`src/rtl/soe_pkg.sv`:
```
package soe_pkg;

  localparam int TS_W    = 16;
  localparam int CHAN_W  = 6;
  localparam int ENTRY_W = TS_W + CHAN_W + 1;
  localparam int ADDR_W  = 16;
  localparam int DATA_W  = 32;

  // register offsets inside the control region (reg_addr[15] == 0)
  localparam logic [2:0] ADR_STATUS = 3'd0;
  localparam logic [2:0] ADR_COUNTS = 3'd1;
  localparam logic [2:0] ADR_THRESH = 3'd2;
  localparam logic [2:0] ADR_TIMER  = 3'd3;
  localparam logic [2:0] ADR_CTRL   = 3'd4;
  localparam logic [2:0] ADR_IRQEN  = 3'd5;

  typedef struct packed {
    logic              level;
    logic [CHAN_W-1:0] chan;
    logic [TS_W-1:0]   stamp;
  } soe_entry_t;

  function automatic soe_entry_t make_entry(input logic [TS_W-1:0] ts,
                                            input logic [CHAN_W-1:0] ch,
                                            input logic lvl);
    soe_entry_t e;
    e.level = lvl;
    e.chan  = ch;
    e.stamp = ts;
    return e;
  endfunction

  // {wrap, next value}
  function automatic logic [TS_W:0] timer_step(input logic [TS_W-1:0] t);
    return {&t, TS_W'(t + 1'b1)};
  endfunction

endpackage

```
`src/rtl/soe_ms_timer.sv`:
```
module soe_ms_timer
  import soe_pkg::*;
(
  input  logic            clk,
  input  logic            rst_n,
  input  logic            tick_i,
  output logic [TS_W-1:0] value_o,
  output logic            wrap_o
);

  logic [TS_W:0] step;

  assign step   = timer_step(value_o);
  assign wrap_o = tick_i & step[TS_W];

  always_ff @(posedge clk or negedge rst_n) begin
    if (!rst_n)      value_o <= '0;
    else if (tick_i) value_o <= step[TS_W-1:0];
  end

endmodule

```
`src/rtl/soe_bank.sv`:
```
module soe_bank #(
  parameter int DEPTH = 32,
  parameter int W     = 23,
  parameter int CNT_W = 6,
  parameter int IDX_W = 5
) (
  input  logic             clk,
  input  logic             rst_n,
  input  logic             clr_i,
  input  logic             wr_i,
  input  logic [W-1:0]     data_i,
  input  logic [IDX_W-1:0] rd_idx_i,
  output logic [CNT_W-1:0] cnt_o,
  output logic             full_o,
  output logic [W-1:0]     rd_data_o
);

  logic [W-1:0]     mem [DEPTH];
  logic [CNT_W-1:0] base;

  // a release in the same cycle restarts the bank before the write lands
  assign base = clr_i ? '0 : cnt_o;

  always_ff @(posedge clk) begin
    if (wr_i) mem[base[IDX_W-1:0]] <= data_i;
  end

  always_ff @(posedge clk or negedge rst_n) begin
    if (!rst_n)     cnt_o <= '0;
    else if (wr_i)  cnt_o <= base + 1'b1;
    else if (clr_i) cnt_o <= '0;
  end

  assign full_o    = (cnt_o == CNT_W'(DEPTH));
  assign rd_data_o = mem[rd_idx_i];

endmodule

```
`src/rtl/soe_pingpong_rec.sv`:
```
module soe_pingpong_rec
  import soe_pkg::*;
#(
  parameter int DEPTH = 32
) (
  input  logic              clk,
  input  logic              rst_n,
  input  logic              ms_tick,
  input  logic              ev_valid,
  input  logic [CHAN_W-1:0] ev_chan,
  input  logic              ev_level,
  input  logic              reg_wr,
  input  logic [ADDR_W-1:0] reg_addr,
  input  logic [DATA_W-1:0] reg_wdata,
  output logic [DATA_W-1:0] reg_rdata,
  output logic              irq
);

  localparam int CNT_W = $clog2(DEPTH + 1);
  localparam int IDX_W = (DEPTH > 1) ? $clog2(DEPTH) : 1;

  // timer
  logic [TS_W-1:0] timer;
  logic            wrap_evt;

  soe_ms_timer u_timer (
    .clk     (clk),
    .rst_n   (rst_n),
    .tick_i  (ms_tick),
    .value_o (timer),
    .wrap_o  (wrap_evt)
  );

  // register write decode
  logic       reg_space;
  logic       wr_ctrl, wr_thresh, wr_irqen;
  logic [1:0] rel;
  logic       clr_ovf, clr_roll, clr_thr;

  assign reg_space = (reg_addr[ADDR_W-1:3] == '0);
  assign wr_ctrl   = reg_wr && reg_space && (reg_addr[2:0] == ADR_CTRL);
  assign wr_thresh = reg_wr && reg_space && (reg_addr[2:0] == ADR_THRESH);
  assign wr_irqen  = reg_wr && reg_space && (reg_addr[2:0] == ADR_IRQEN);
  assign rel       = {2{wr_ctrl}} & reg_wdata[1:0];
  assign clr_ovf   = wr_ctrl & reg_wdata[2];
  assign clr_roll  = wr_ctrl & reg_wdata[3];
  assign clr_thr   = wr_ctrl & reg_wdata[4];

  // state
  logic            act;
  logic            ovf_flag, roll_flag, thr_flag;
  logic [TS_W-1:0] thresh;
  logic [2:0]      irq_en;

  // banks
  logic [CNT_W-1:0]   cnt     [2];
  logic [ENTRY_W-1:0] rd_word [2];
  logic [1:0]         full_b;
  logic [1:0]         wr_b;
  logic               store_evt, drop_evt, fill_evt, thr_evt;
  logic [CNT_W-1:0]   act_base, new_cnt;
  soe_entry_t         entry;

  assign entry = make_entry(timer, ev_chan, ev_level);

  for (genvar b = 0; b < 2; b++) begin : g_bank
    assign wr_b[b] = store_evt && (act == 1'(b));
    soe_bank #(
      .DEPTH (DEPTH),
      .W     (ENTRY_W),
      .CNT_W (CNT_W),
      .IDX_W (IDX_W)
    ) u_bank (
      .clk       (clk),
      .rst_n     (rst_n),
      .clr_i     (rel[b]),
      .wr_i      (wr_b[b]),
      .data_i    (entry),
      .rd_idx_i  (reg_addr[IDX_W-1:0]),
      .cnt_o     (cnt[b]),
      .full_o    (full_b[b]),
      .rd_data_o (rd_word[b])
    );
  end

  // event steering, brought out as named wires
  assign act_base  = rel[act] ? '0 : cnt[act];
  assign store_evt = ev_valid && (act_base != CNT_W'(DEPTH));
  assign drop_evt  = ev_valid && !store_evt;
  assign new_cnt   = act_base + 1'b1;
  assign fill_evt  = store_evt && (new_cnt == CNT_W'(DEPTH));
  assign thr_evt   = store_evt && (thresh != '0) && (TS_W'(new_cnt) == thresh);

  always_ff @(posedge clk or negedge rst_n) begin
    if (!rst_n) begin
      act       <= 1'b0;
      ovf_flag  <= 1'b0;
      roll_flag <= 1'b0;
      thr_flag  <= 1'b0;
      thresh    <= '0;
      irq_en    <= '0;
    end else begin
      if (fill_evt) act <= ~act;
      if (drop_evt)      ovf_flag <= 1'b1;
      else if (clr_ovf)  ovf_flag <= 1'b0;
      if (wrap_evt)      roll_flag <= 1'b1;
      else if (clr_roll) roll_flag <= 1'b0;
      if (thr_evt)       thr_flag <= 1'b1;
      else if (clr_thr)  thr_flag <= 1'b0;
      if (wr_thresh) thresh <= reg_wdata[TS_W-1:0];
      if (wr_irqen)  irq_en <= reg_wdata[2:0];
    end
  end

  assign irq = ((|full_b) & irq_en[0]) | (thr_flag & irq_en[1]) | (roll_flag & irq_en[2]);

  // read path
  logic [DATA_W-1:0] rd_next;

  always_comb begin
    rd_next = '0;
    if (reg_addr[ADDR_W-1]) begin
      rd_next = DATA_W'(rd_word[reg_addr[ADDR_W-2]]);
    end else if (reg_space) begin
      case (reg_addr[2:0])
        ADR_STATUS: rd_next = DATA_W'({thr_flag, full_b, roll_flag, ovf_flag, act});
        ADR_COUNTS: rd_next = {16'(cnt[1]), 16'(cnt[0])};
        ADR_THRESH: rd_next = DATA_W'(thresh);
        ADR_TIMER:  rd_next = DATA_W'(timer);
        ADR_IRQEN:  rd_next = DATA_W'(irq_en);
        default:    rd_next = '0;
      endcase
    end
  end

  always_ff @(posedge clk or negedge rst_n) begin
    if (!rst_n) reg_rdata <= '0;
    else        reg_rdata <= rd_next;
  end

  logic unused_wdata;
  assign unused_wdata = ^reg_wdata[DATA_W-1:TS_W];

endmodule

```
`config.mk`:
```
export PLATFORM = sky130hd
export DESIGN_NAME = soe_pingpong_rec
export DESIGN_NICKNAME = d
export VERILOG_FILES = /design/src/rtl/soe_pkg.sv /design/src/rtl/soe_ms_timer.sv /design/src/rtl/soe_bank.sv /design/src/rtl/soe_pingpong_rec.sv
export SDC_FILE = /design/constraint.sdc
export NUM_CORES = 2
export LEC_CHECK = 0
export ABC_AREA = 1
export BUFFER_PORTS_ARGS = -buffer_cell sky130_fd_sc_hd__buf_4
export CAP_MARGIN = 0
export CORE_MARGIN = 5
export CORE_UTILIZATION = 50
export DETAILED_ROUTE_END_ITERATION = 16
export PLACE_DENSITY_LB_ADDON = 0.3
export SLEW_MARGIN = 20
export SYNTH_ARGS = -nofsm -noshare
export SYNTH_HDL_FRONTEND = slang
export SYNTH_SLANG_ARGS = --single-unit
```
`constraint.sdc`:
```
create_clock -name clk -period 5.1 [get_ports clk]
set_input_delay 0.255 -clock clk [delete_from_list [all_inputs] [get_ports clk]]
set_output_delay 0.255 -clock clk [all_outputs]
set_load 0.02 [all_outputs]
```
Yosys cells after proc, flatten, opt, wreduce, memory -nomap -nowiden
Memory sizes are Yosys's and may differ from the RTL's.
Cells that the tools add are included.

word-level totals
  input port bits = 60
  RAM bits = 1,472
  bits in registers = 83
  memories = 2
  logic and storage cells = 88
  output and inout port bits = 33

memory list
  name                  words  bits a word  rd ports  clocked after memory_dff  wr ports  line            text
  g_bank[0].u_bank.mem  32     23           1         0                         1         soe_bank.sv:18  logic [W-1:0] mem [DEPTH];
  g_bank[1].u_bank.mem  32     23           1         0                         1         soe_bank.sv:18

cells by class
  multiplexer cells = 26
  $add $sub $neg = 4
  $lt $le $gt $ge = 3
  equal/unequal tests = 10
  reductions and logical operators = 20
  bitwise operators = 13

operator list
  cell                   count
  $pmux 22 s5            1
  $mux 23                3
  $mux 32                2
  $mux 6                 8
  $add 6x1->6 const B    3
  $eq 6x6->1 const B     3
  $add 16x1->16 const B  1
  $eq 6x16->1            1
  $reduce_and 16->1      1
  $reduce_bool 16->1     1
  $logic_not 13->1       1
  $mux 1                 12
  $logic_and 1x1->1      11
  $and 1x1->1            7
  $eq 3x2->1 const B     2
  $eq 3x3->1 const B     2
  $ne 6x6->1 const B     1
  $reduce_bool 2->1      3
  $ge 2x2->1 const B     2
  $not 1->2              2
  $eq 3x1->1 const B     1
  $logic_not 3->1        1
  $and 2x2->2            1
  $lt 1x2->1 const B     1
  other kinds (4)        5

Depth between registers and ports, before layout
  word-level depth = 12
  mapped depth = 21
  mapped depth without buffers = 20

Cells and area by module
From an unflattened synthesis, not the netlist that was laid out.

unflattened totals
  cell total of the unflattened synthesis = 5,611
  area total of the unflattened synthesis = 64,295.4 µm²

by module, submodules not included
  module            cells each  area an instance (µm²)  instances  seq. area each (µm²)
  soe_bank          2,569       30,279.0                2          22,251.3
  soe_pingpong_rec  363         2,852.7                 1          1,151.1
  soe_ms_timer      110         884.6                   1          400.4

Worst setup path before layout
OpenSTA, ideal clock, no wires.

  kind = register to register
  start = register act
  end = memory g_bank[0].u_bank.mem[31][0] (enable)
  cell stages (with the launch flop) = 14
  library setup time = 0.432 ns
  path buffers = 2
  data required time = 4.668 ns
  period minus slack after synthesis = 3.897 ns
  setup slack = 1.203 ns
  data arrival time = 3.465 ns
  cells stage by stage = dfrtp_1 buf_2 buf_2 nor2_1 a21oi_1 nand2_1 ha_1 nand2_1 nor2_1 nand4_4 nand2_4 nor2_8 nand2_4 nor3_1

on the way
  cells in the longest elaborated chain, start to end = 10
  elaborated cells on any way between the ends = 13
  those cells by class = eq/ne: 1; mux: 8; bitwise: 2; reduce/logical: 2

RTL lines
  what                                       line                     text
  from (decl)                                soe_pingpong_rec.sv:50   logic act;
  from (signal assigned)                     soe_pingpong_rec.sv:103  if (fill_evt) act <= ~act;
  $not 1->2 (not written as such)            soe_pingpong_rec.sv:87   assign act_base = rel[act] ? '0 : cnt[act];
  $mux 6 (not written as such) (3 in a row)  soe_pingpong_rec.sv:87
  $mux 6                                     soe_pingpong_rec.sv:87
  $ne 6x6->1                                 soe_pingpong_rec.sv:88   assign store_evt = ev_valid && (act_base != CNT_W'(DEPTH));
  $logic_and 1x1->1                          soe_pingpong_rec.sv:88
  $logic_and 1x1->1 (*)                      soe_pingpong_rec.sv:67   assign wr_b[b] = store_evt && (act == 1'(b));
  $mux 1 (*)                                 soe_bank.sv:25           if (wr_i) mem[base[IDX_W-1:0]] <= data_i;
  $mux 1 (not written as such) (*)           soe_bank.sv:25
  to (decl)                                  soe_bank.sv:18

Every way passes the cells marked *; elsewhere a longest branch is shown, timed or not. The select of a mux whose other input is x is not followed.

Worst setup path in the final report
  start = register act
  end = memory g_bank[1].u_bank.mem[12][16] (enable)

on the way
  cells in the longest elaborated chain, start to end = 10
  elaborated cells on any way between the ends = 12
  those cells by class = eq/ne: 1; mux: 8; bitwise: 1; reduce/logical: 2

RTL lines
  what                                       line
  $not 1->2 (not written as such)            soe_pingpong_rec.sv:87
  $mux 6 (not written as such) (3 in a row)  soe_pingpong_rec.sv:87
  $mux 6                                     soe_pingpong_rec.sv:87
  $ne 6x6->1                                 soe_pingpong_rec.sv:88
  $logic_and 1x1->1                          soe_pingpong_rec.sv:88
  $logic_and 1x1->1 (*)                      soe_pingpong_rec.sv:67
  $mux 1 (*)                                 soe_bank.sv:25
  $mux 1 (not written as such) (*)           soe_bank.sv:25
  to (decl)                                  soe_bank.sv:18

Marks and branches as above.

==> flow_summary.yaml <==
status:
  status: "finished clean"
global_route:
  gr-total-overflow: 0
  grt_pass1_wl_um: 233500
  grtUsageTotal_pct: 25.10
  grt_pass1_vias: 34660
  antenna_found_initial: 2
  grt_start_max_net_pins: 113
die:
  die_x_um: 354.5
  initial_core_util_pct: 50.32
  rows: 126
  ios: 93
  die_h_um: 354.5
  dieArea_um2: 125700
  core_area_um2: 117900
clocking:
  cts_buffers: 149
  cts_max_path_buffers: 3
  cts-resized-gates: 0
  htree_levels: 4
  cts_setup_buffers: 0
  clock-sinks: 1546
  clk_pin_slew_ps: 60
  cts_hold_buf: 21
  cts-root-buf: "clkbuf_16"
  clk_latency_ps: 750
  cts_tree: "built"
critical_path:
  cp-end-kind: "flop"
  rr_startpoint: "act"
  start_kind: "flop"
  cp.required_ps: 5500
  cp-startpoint: "act"
  critPathArrivalTime_ps: 4200
  crit_fanout: 18
  worstSetupPathType: "flop to flop"
yosys:
  synth_top_cells_by_area: "edfxtp_1 74%, a22oi_1 5.2%, nand2_1 5.1%"
  synth_area_um2: 59340
  async_reset_ff_share_pct: 4.787
  syn_avg_cell_area_um2: 14.54
  syn_inst: 4082
  ys_ff_latch: 1546
  synth_seq_area_share_pct: 77.61
  synth_top_area_share_pct: 74.49
  synth.distinct_cells: 47
  synth_top_area_cell: "edfxtp_1"
  ys_warn_count: 0
  synth_edf_count: 1472
  synth_flop_cell: "edfxtp_1"
hold_path:
  hp-start: "ev_chan[0]"
  hold_class: "primary input to flop"
timing:
  hold_violations: 0
  max_freq_mhz: 263.1
  tightest_slew_ps: 992.4
  drv_slew: 0
  fin_crit_ps: 3800
  fin_setup_tns_ps: 0
  relSlewSlack_pct: 33.60
  period_share_pct: 74.51
  rsz0062_at_grt: "no"
  fin_skew_ps: 30.39
  hold_slack_ps: 80.25
  setup_violations: 0
final_layout:
  finish.instance_area_um2: 67270
  area_growth_pct: 13.37
  layout_common_cells: "1472 x edfxtp_1, 812 x nand2_1, 414 x a22oi_1"
  layout-drive-gt1-share_pct: 12.43
  final_core_util_pct: 57.05
  final_common_cell: "edfxtp_1"
  layout.nets: 4306
power_and_ir_drop:
  p_total_w: 0.02899
  power.density_nw_per_um2: 431.0
  ir_drop_uv: 344.7
  p_leak_nw: 21.65
drt:
  first_pass_iters: 6
  drtIter0Drc: 4953
  detail_route.wl_per_cell_um: 27.22
  ant_nets: 0
  vias_per_cell: 6.185
  wl_um: 160300
  drc: 0
  via_count: 36430
placement:
  place_area_um2: 62340
  hpwl_um: 90510
  portBuffers: 67
  place_congestion: 0.9154
run:
  drv_cap: 0
-- registers in the layout, indices dropped and copies added, names as in the netlist --
register,cells
thr_flag,1
reg_rdata,23
g_bank.u_bank.mem,1472
g_bank.u_bank.cnt_o,12
act,1
roll_flag,1
ovf_flag,1
u_timer.value_o,16
irq_en,3
thresh,16
-- critical path, stage by stage (launching register included) --
cell	delay (ps)
dfrtp_1	740
inv_1	300
nand4_1	190
nand2_1	60
nor2_1	210
inv_1	70
ha_1	200
nand2_1	60
nor2_1	60
nand4_4	120
nand2_4	120
nor2_8	200
nand2_2	280
nor2_2	430
buf_4	390
-- cell families after synthesis --
kind of cell / Yosys count / share of synthesized area [%]
buf+inv: 326 / 2.338
simple gates: 1474 / 11.08
other cells: 1 / 0.006320
mux: 9 / 0.1708
xor+xnor: 24 / 0.3795
compound gates: 690 / 8.158
flops: 1546 / 77.61
fa+ha+maj: 12 / 0.2530
-- cells in the mapped netlist (2+ instances only) --
library cell	count
a221oi_1	3
nand3_1	333
nor2_2	6
o221ai_1	2
buf_1	46
dfrtp_1	74
o21ai_1	5
nand2_2	6
edfxtp_1	1472
nor2_8	3
ha_1	12
nor2_1	119
o2111ai_1	3
o22ai_1	5
nor2_4	2
nand3_2	2
xor2_1	19
a22oi_1	414
mux2_2	9
nand2_1	812
a22o_1	2
a21oi_1	56
a41oi_1	47
clkbuf_1	91
inv_1	71
nand2_4	5
o31ai_1	9
inv_2	6
nor3_1	6
buf_4	10
a21o_1	2
o211ai_1	33
a31oi_1	14
o21ai_0	94
or2_2	2
nand4_1	170
buf_2	101
xnor2_1	4
nor4_1	4
-- metrics by stage --
step                cells  setup WS, ps
floorplan            4090          1203
global placement     5596          1147
detailed placement   5596          1116
CTS                  5886          1348
global route         5888          1044
finish               5889          1300
-- worst paths after layout --
check	end	slack, ps	depth (start not counted)
worst min-delay path	g_bank[0].u_bank.mem[7][16]	80	1
max in group asynchronous	u_timer.value_o[2]	4020	4
worst max-delay path	g_bank[1].u_bank.mem[12][16]	1300	14
min in group asynchronous	thresh[12]	490	3
worst max register to register	g_bank[1].u_bank.mem[12][16]	1300	14
worst min register to register	u_timer.value_o[11]	490	1
-- report_power, final --
group | leakage (nW) | internal, W | total (W) | switching (W)
logic | 5.68 | 0.000705 | 0.00311 | 0.00241
clock network | 2.27 | 0.00604 | 0.0106 | 0.00458
registers | 13.7 | 0.0149 | 0.0153 | 0.000363
-- per-layer routing --
metal	vias up	track usage [%]	share of wire [%]
met2	1873	40.30	48
met5	-	0	0
met3	290	4.244	9.5
li1	15900	-	-
met4	0	9.576	4.0
met1	18360	34.84	39
-- layout make-up --
class | count | area, µm²
Tap cell | 1536 | 1922
Antenna cell | 1 | 2.502
Clock buffer | 188 | 3980
Timing Repair Buffer | 241 | 2178
Clock inverter | 81 | 704.4
Fill cell | 9112 | 50650
Inverter | 78 | 306.5
Sequential cell | 1546 | 46070
Multi-Input combinational cell | 2218 | 12100
(Power assumes the default switching activity.)
